### src/rtl/irr_pkg.sv
package irr_pkg;
  localparam int ENTRY_W  = 64;
  localparam int RIRR_BIT = 14;
  localparam int TRIG_BIT = 15;
  localparam int MASK_BIT = 16;
  localparam logic [ENTRY_W-1:0] ENTRY_RST = 64'h0000_0000_0001_0000;

  localparam logic [7:0] SEL_ID    = 8'h00;
  localparam logic [7:0] SEL_VER   = 8'h01;
  localparam logic [7:0] SEL_ARB   = 8'h02;
  localparam logic [7:0] SEL_TBASE = 8'h10;

  typedef enum logic [2:0] {
    K_ID,
    K_VER,
    K_ARB,
    K_ENT,
    K_BAD
  } sel_kind_e;
endpackage

### src/rtl/irr_sel_decode.sv
module irr_sel_decode
  import irr_pkg::*;
#(
  parameter int NPINS = 24,
  parameter int IDX_W = 5
) (
  input  logic [7:0]       sel,
  output sel_kind_e        kind,
  output logic [IDX_W-1:0] idx,
  output logic             hi
);
  logic [7:0] off;
  logic [6:0] raw_idx;

  always_comb begin
    off     = sel - SEL_TBASE;
    raw_idx = off[7:1];
    hi      = sel[0];
    idx     = '0;
    if (sel == SEL_ID) begin
      kind = K_ID;
    end else if (sel == SEL_VER) begin
      kind = K_VER;
    end else if (sel == SEL_ARB) begin
      kind = K_ARB;
    end else if (sel < SEL_TBASE) begin
      kind = K_BAD;
    end else if (int'(raw_idx) < NPINS) begin
      kind = K_ENT;
      idx  = IDX_W'(raw_idx);
    end else begin
      kind = K_BAD;
    end
  end
endmodule

### src/rtl/irr_redir_table.sv
module irr_redir_table
  import irr_pkg::*;
#(
  parameter int NPINS = 24,
  parameter int IDX_W = 5
) (
  input  logic               clk,
  input  logic               rst,
  input  logic               wr_en,
  input  logic               wr_hi,
  input  logic [IDX_W-1:0]   wr_idx,
  input  logic [31:0]        wdata,
  input  logic [IDX_W-1:0]   rd_idx,
  output logic [ENTRY_W-1:0] rd_entry,
  input  logic               rirr_set,
  input  logic [IDX_W-1:0]   rirr_idx,
  input  logic [NPINS-1:0]   pend,
  output logic               svc_valid,
  output logic [IDX_W-1:0]   svc_index,
  output logic [ENTRY_W-1:0] svc_entry,
  output logic               mask_chg_valid,
  output logic [IDX_W-1:0]   mask_chg_index,
  output logic               mask_chg_mask
);
  logic [ENTRY_W-1:0] ent_q   [NPINS];
  logic [ENTRY_W-1:0] ent_nxt [NPINS];
  logic [ENTRY_W-1:0] cur_ent;
  logic [ENTRY_W-1:0] new_ent;

  assign rd_entry = ent_q[rd_idx];
  assign cur_ent  = ent_q[wr_idx];

  always_comb begin
    if (wr_hi) begin
      new_ent = {wdata, cur_ent[31:0]};
    end else begin
      new_ent = {cur_ent[63:32], wdata};
      new_ent[RIRR_BIT] = 1'b0;
    end
  end

  always_comb begin
    for (int i = 0; i < NPINS; i++) begin
      ent_nxt[i] = ent_q[i];
      if (wr_en && wr_idx == IDX_W'(i)) ent_nxt[i] = new_ent;
      if (rirr_set && rirr_idx == IDX_W'(i) &&
          !(wr_en && !wr_hi && wr_idx == IDX_W'(i)))
        ent_nxt[i][RIRR_BIT] = 1'b1;
    end
  end

  always_ff @(posedge clk) begin
    if (rst) begin
      for (int i = 0; i < NPINS; i++) ent_q[i] <= ENTRY_RST;
    end else begin
      for (int i = 0; i < NPINS; i++) ent_q[i] <= ent_nxt[i];
    end
  end

  always_ff @(posedge clk) begin
    if (rst) begin
      svc_valid      <= 1'b0;
      svc_index      <= '0;
      svc_entry      <= '0;
      mask_chg_valid <= 1'b0;
      mask_chg_index <= '0;
      mask_chg_mask  <= 1'b0;
    end else begin
      svc_valid      <= 1'b0;
      mask_chg_valid <= 1'b0;
      if (wr_en) begin
        svc_valid      <= new_ent[TRIG_BIT] && pend[wr_idx];
        svc_index      <= wr_idx;
        svc_entry      <= new_ent;
        mask_chg_valid <= new_ent[MASK_BIT] != cur_ent[MASK_BIT];
        mask_chg_index <= wr_idx;
        mask_chg_mask  <= new_ent[MASK_BIT];
      end
    end
  end

  // the entry hit by a low-half write holds a clear remote-request bit
  a_r7_low_write_clears: assert property (@(posedge clk) disable iff (rst)
    (wr_en && !wr_hi) |=> (ent_q[$past(wr_idx)][RIRR_BIT] == 1'b0));

  // the reported mask value matches the stored entry
  a_r11_mask_matches: assert property (@(posedge clk) disable iff (rst)
    mask_chg_valid |-> (ent_q[mask_chg_index][MASK_BIT] == mask_chg_mask));

  // service requests only ever name level-triggered, in-range entries
  a_r10_svc_level: assert property (@(posedge clk) disable iff (rst)
    svc_valid |-> (svc_entry[TRIG_BIT] && (int'(svc_index) < NPINS)));
endmodule

### src/rtl/irq_redir_regfile.sv
module irq_redir_regfile
  import irr_pkg::*;
#(
  parameter int              NPINS   = 24,
  parameter logic [7:0]      VERSION = 8'h11,
  parameter int              ADDR_W  = 8,
  parameter logic [ADDR_W-1:0] SEL_OFF = ADDR_W'('h00),
  parameter logic [ADDR_W-1:0] WIN_OFF = ADDR_W'('h10),
  localparam int             IDX_W   = (NPINS > 1) ? $clog2(NPINS) : 1
) (
  input  logic               clk,
  input  logic               rst,
  input  logic               bus_wr,
  input  logic               bus_rd,
  input  logic [ADDR_W-1:0]  bus_addr,
  input  logic [31:0]        bus_wdata,
  output logic [31:0]        bus_rdata,
  input  logic [NPINS-1:0]   pin_level,
  input  logic               rirr_set,
  input  logic [IDX_W-1:0]   rirr_idx,
  output logic               svc_valid,
  output logic [IDX_W-1:0]   svc_index,
  output logic [63:0]        svc_entry,
  output logic               mask_chg_valid,
  output logic [IDX_W-1:0]   mask_chg_index,
  output logic               mask_chg_mask
);
  localparam logic [7:0]  MAXPIN   = 8'(NPINS - 1);
  localparam logic [31:0] VER_WORD = {8'h00, MAXPIN, 8'h00, VERSION};

  logic [7:0]       sel_q;
  logic [3:0]       id_q;
  logic [NPINS-1:0] pend_q;
  sel_kind_e        kind;
  logic [IDX_W-1:0] dec_idx;
  logic             dec_hi;
  logic [63:0]      rd_entry;
  logic             win_wr;
  logic             tbl_wr;
  logic [31:0]      rd_word;

  irr_sel_decode #(.NPINS(NPINS), .IDX_W(IDX_W)) u_dec (
    .sel  (sel_q),
    .kind (kind),
    .idx  (dec_idx),
    .hi   (dec_hi)
  );

  assign win_wr = bus_wr && (bus_addr == WIN_OFF);
  assign tbl_wr = win_wr && (kind == K_ENT);

  irr_redir_table #(.NPINS(NPINS), .IDX_W(IDX_W)) u_tbl (
    .clk            (clk),
    .rst            (rst),
    .wr_en          (tbl_wr),
    .wr_hi          (dec_hi),
    .wr_idx         (dec_idx),
    .wdata          (bus_wdata),
    .rd_idx         (dec_idx),
    .rd_entry       (rd_entry),
    .rirr_set       (rirr_set),
    .rirr_idx       (rirr_idx),
    .pend           (pend_q),
    .svc_valid      (svc_valid),
    .svc_index      (svc_index),
    .svc_entry      (svc_entry),
    .mask_chg_valid (mask_chg_valid),
    .mask_chg_index (mask_chg_index),
    .mask_chg_mask  (mask_chg_mask)
  );

  always_comb begin
    rd_word = '0;
    if (bus_addr == SEL_OFF) begin
      rd_word = {24'h0, sel_q};
    end else if (bus_addr == WIN_OFF) begin
      case (kind)
        K_ID, K_ARB: rd_word = {4'h0, id_q, 24'h0};
        K_VER:       rd_word = VER_WORD;
        K_ENT:       rd_word = dec_hi ? rd_entry[63:32] : rd_entry[31:0];
        default:     rd_word = '1;
      endcase
    end
  end

  always_ff @(posedge clk) begin
    if (rst) begin
      sel_q     <= '0;
      id_q      <= '0;
      pend_q    <= '0;
      bus_rdata <= '0;
    end else begin
      pend_q    <= pin_level;
      bus_rdata <= bus_rd ? rd_word : 32'h0;
      if (bus_wr && bus_addr == SEL_OFF) sel_q <= bus_wdata[7:0];
      if (win_wr && kind == K_ID) id_q <= bus_wdata[27:24];
    end
  end

  // select and identifier come out of reset cleared
  a_r9_reset_clear: assert property (@(posedge clk) disable iff (rst)
    $past(rst) |-> (sel_q == 8'h00 && id_q == 4'h0));

  // no read in the previous cycle means zero read data
  a_r2_rdata_idle: assert property (@(posedge clk) disable iff (rst)
    !$past(bus_rd) |-> (bus_rdata == 32'h0));

  // a window read with the version select returns the fixed word
  a_r3_version_word: assert property (@(posedge clk) disable iff (rst)
    ($past(bus_rd) && $past(bus_addr) == WIN_OFF && $past(sel_q) == SEL_VER)
      |-> (bus_rdata == VER_WORD));
endmodule

### config.mk
export PLATFORM = sky130hd
export DESIGN_NAME = irq_redir_regfile
export DESIGN_NICKNAME = d
export VERILOG_FILES = /design/src/rtl/irr_pkg.sv /design/src/rtl/irr_sel_decode.sv /design/src/rtl/irr_redir_table.sv /design/src/rtl/irq_redir_regfile.sv
export SDC_FILE = /design/constraint.sdc
export NUM_CORES = 2
export LEC_CHECK = 0
export ABC_CLOCK_PERIOD_IN_PS = 7300
export BUFFER_PORTS_ARGS = -buffer_cell sky130_fd_sc_hd__buf_2
export CORE_ASPECT_RATIO = 1.1
export CORE_MARGIN = 4
export CORE_UTILIZATION = 40
export DETAILED_ROUTE_END_ITERATION = 12
export GPL_ROUTABILITY_DRIVEN = 0
export HOLD_SLACK_MARGIN = 0.06
export PLACE_DENSITY_LB_ADDON = 0.2
export RECOVER_POWER = 100
export SETUP_SLACK_MARGIN = 0.4
export SLEW_MARGIN = 20
export SYNTH_ARGS = -nofsm -noshare
export SYNTH_HDL_FRONTEND = slang
export SYNTH_SLANG_ARGS = --single-unit
### constraint.sdc
create_clock -name clk -period 7.3 [get_ports clk]
set_input_delay 0.73 -clock clk [delete_from_list [all_inputs] [get_ports clk]]
set_output_delay 0.73 -clock clk [all_outputs]
set_load 0.005 [all_outputs]
==> metrics <==
Final Critical Period=roughly 6.4 ns; Crit path largest cell delay=roughly 1.3 ns; Period Utilization, post-route=0.884; drt via density=approximately 6.3; finished layout cell area=about 82000 µm²; DRT iter0 DRCs=7881; met1 Usage GRT=0.398; wire length per cell=~35 µm; RSZ-0062 raised after global routing=no; Multi-input gate area=21500 µm²; initial antenna violation count=14; Flop pwr share=0.526; pin count of the biggest net entering global routing=~110; Syn-to-layout area delta=12.0%; Primary FF master, synth=edfxtp_1; hold_buf cts=0; CTS Sinks=~1700; Setup CP Type=flop to flop; Ports=roughly 180; Post-Route WL=roughly 290000 µm; CP Capture Type=flop; I/O Buffers=roughly 180; Net Sw Frac=0.224; Worst VDD drop=approximately 0.27 mV; cell count after synthesis=around 5700; number of global-route vias before repair=approximately 50000; Sw Pwr=4.69 mW; register area share after synthesis=0.671; Antenna Violating Nets Remaining=0; routed via count=~52000; max_cap viols=31; DRT Pass-1 Iters=8; Setup Skew=0.0436 ns; layout cells sized above 1=0.149; worst skew pair latency=between 0.8 and 0.9 ns; std cell rows=between 150 and 200; Internal=approximately 16 mW; final hold vios=0; grt peak-use layer=met2; clock-pin transition on the worst setup and hold timing paths=about 0.060 ns; Overflow after GRT=0; syn avg cell area=between 10 and 15 µm²; async set-or-reset flop fraction in the synthesized netlist=0; Post-Route Utilization=0.450; GRT met2 Usage=0.443; Die W=415 µm; Worst slew margin=-1.46; CTS tree=built; Initial Util=0.402; CP Cell Sequence=inv_1, ha_4, inv_2, clkbuf_1, nand2_1, clkbuf_1, nor3_1, o21ai_0, a31oi_4, nor2_1; Design Power=~21 mW; Total GRT Usage=0.294; outcome=finished, violations left; final slew viol count=between 900 and 1000; total negative slack=0 ns; syn nets=between 5000 and 6000; Worst Path Required=7.84 ns; synthesized cell area=72900 µm²; DR DRC count=0; Sequential cell area=slightly below 50000 µm²; synth warn=0; fmax=155 MHz; hpwl dp=between 150000 and 200000 µm; chip height=~460 µm; post-CTS sizing=0; Logic pwr share=0.039; clock tree root driver cell=clkbuf_16; clock share of power=0.435; Seq cells post-synth=about 1700; P per Cell Area=between 200 and 300 nW/µm²; Layout Nets=5760; fillers=about 16000; Core Box Area=181000 µm²; grt met3 use=0.0746; Worst Path Arrival=between 6 and 7 ns; Worst-Margin Slew=approximately 3.7 ns; failing checks=capacitance limit, slew limit; crit-path max FO=31; Placement Cell Area=around 77000 µm²; Cell variety after synth=just under 100; Worst path most repeated cell=clkbuf_1; Post-synth EDFFs=1536; Setup violations, final=0; critical path's slowest cell=nand2_1; crit path launch type=flop; CTS buffer count=179; Clock Tree Buf Depth=3; HP Class=input pin to flop; CTS HTree Levels=4; setup bufs post-CTS=0; Die Footprint=roughly 190000 µm²; first-pass GRT wire length=about 400000 µm; Leakage=26.9 nW
## final timing paths
path	start	depth (start not counted)	slack [ns]	endpoint
min	pin_level[7]	2	0.09	pend_q[7]
min reg2reg	u_tbl.svc_entry[38]	2	0.47	u_tbl.svc_entry[38]
max reg2reg	sel_q[4]	10	0.85	u_tbl.ent_q[20][12]
max	sel_q[4]	10	0.85	u_tbl.ent_q[20][12]
## metal layers
layer	vias to the layer above	wire (µm)
met5	-	11
met4	2	17000
met3	766	34200
met2	3714	127000
met1	26600	109000
li1	21100	-
## cell families (layout without fill, tap and decap cells)
family | Yosys count | count (layout) | synth area share
buffers and inverters | 598 | 762 | 0.0379
AO/OA/AOI/OAI | 1036 | 1036 | 0.100
other | 0 | 8 | 0
multiplexers | 413 | 413 | 0.0785
XOR/XNOR | 1 | 1 | 0.000120
flip-flops | 1675 | 1675 | 0.671
AND/OR/NAND/NOR | 1946 | 1946 | 0.112
adder cells (fa/ha/maj) | 2 | 2 | 0.000343
## final cells by class
cell class                      instances  share of cell area
Sequential cell                      1675               0.599
Multi-Input combinational cell       3398               0.263
Clock buffer                          248              0.0610
Tap cell                             2407              0.0369
Timing Repair Buffer                  387              0.0277
Clock inverter                         84              0.0102
Inverter                               43             0.00198
Antenna cell                            8            0.000245
## layout by cell type, fill, tap and decap left out, types with 17 or more instances in the layout
master / instances
a211oi_1: 99
a21oi_1: 206
a221oi_1: 26
a31oi_1: 43
buf_2: 109
buf_4: 119
clkbuf_1: 177
clkbuf_16: 182
clkbuf_8: 17
clkinv_1: 30
clkinv_2: 27
dfxtp_1: 135
edfxtp_1: 1536
inv_1: 39
mux2_2: 99
mux2i_1: 181
mux4_2: 117
nand2_1: 206
nand2b_1: 28
nand3_1: 40
nor2_1: 1394
nor2b_1: 46
nor3_1: 70
nor4_1: 29
o211ai_1: 30
o21a_1: 21
o21ai_0: 168
o221a_2: 19
o221ai_1: 95
o22ai_1: 95
o31ai_1: 33
or3_1: 30
## power groups by stage
stage | combinational [mW] | sequential [mW] | clock (mW)
after floorplan | 0.453 | 11.2 | 0
final | 0.828 | 11.0 | 9.13
after CTS | 0.837 | 11.0 | 9.17
after global placement | 0.825 | 11.2 | 0
after detailed placement | 0.834 | 11.2 | 0
after global routing | 0.860 | 11.1 | 9.57
## worst max-delay path, delay by kind of cell (launching register included)
| kind | cells | cell delay, ns |
|---|---|---|
| buf+inv | 4 | 2.08 |
| simple gates | 3 | 2.13 |
| compound gates | 2 | 0.87 |
| fa+ha+maj | 1 | 0.69 |
| flops | 1 | 0.32 |
## per-stage QoR
step	cells	hold slack, ns	setup WS (ns)
after floorplan	5671	0.448	1.09
after global placement	7908	0.440	1.99
after CTS	8241	0.0613	1.98
after global routing	8245	0.0738	0.903
final	8250	0.0860	0.850
after detailed placement	7909	0.452	2.00
## state kept, by name (all words and copies together) (netlist names)
register	count
sel_q	8
u_tbl.svc_entry	64
id_q	4
u_tbl.svc_index	5
u_tbl.mask_chg_valid	1
bus_rdata	32
pend_q	24
u_tbl.svc_valid	1
u_tbl.ent_q	1536
## cell usage after synthesis (73+ instances only)
| cell | n | share of area |
|---|---|---|
| a21oi_1 | 210 | 0.014 |
| edfxtp_1 | 1536 | 0.63 |
| o221ai_1 | 95 | 0.011 |
| o22ai_1 | 95 | 0.0082 |
| buf_2 | 210 | 0.014 |
| clkbuf_1 | 269 | 0.014 |
| dfxtp_1 | 139 | 0.038 |
| nor2_1 | 1396 | 0.072 |
| a211oi_1 | 90 | 0.0093 |
| nand2_1 | 206 | 0.011 |
| nor3_1 | 73 | 0.0050 |
| mux4_2 | 117 | 0.036 |
| o21ai_0 | 166 | 0.011 |
| mux2i_1 | 196 | 0.027 |
| mux2_2 | 99 | 0.015 |
(Power assumes the default switching activity.)
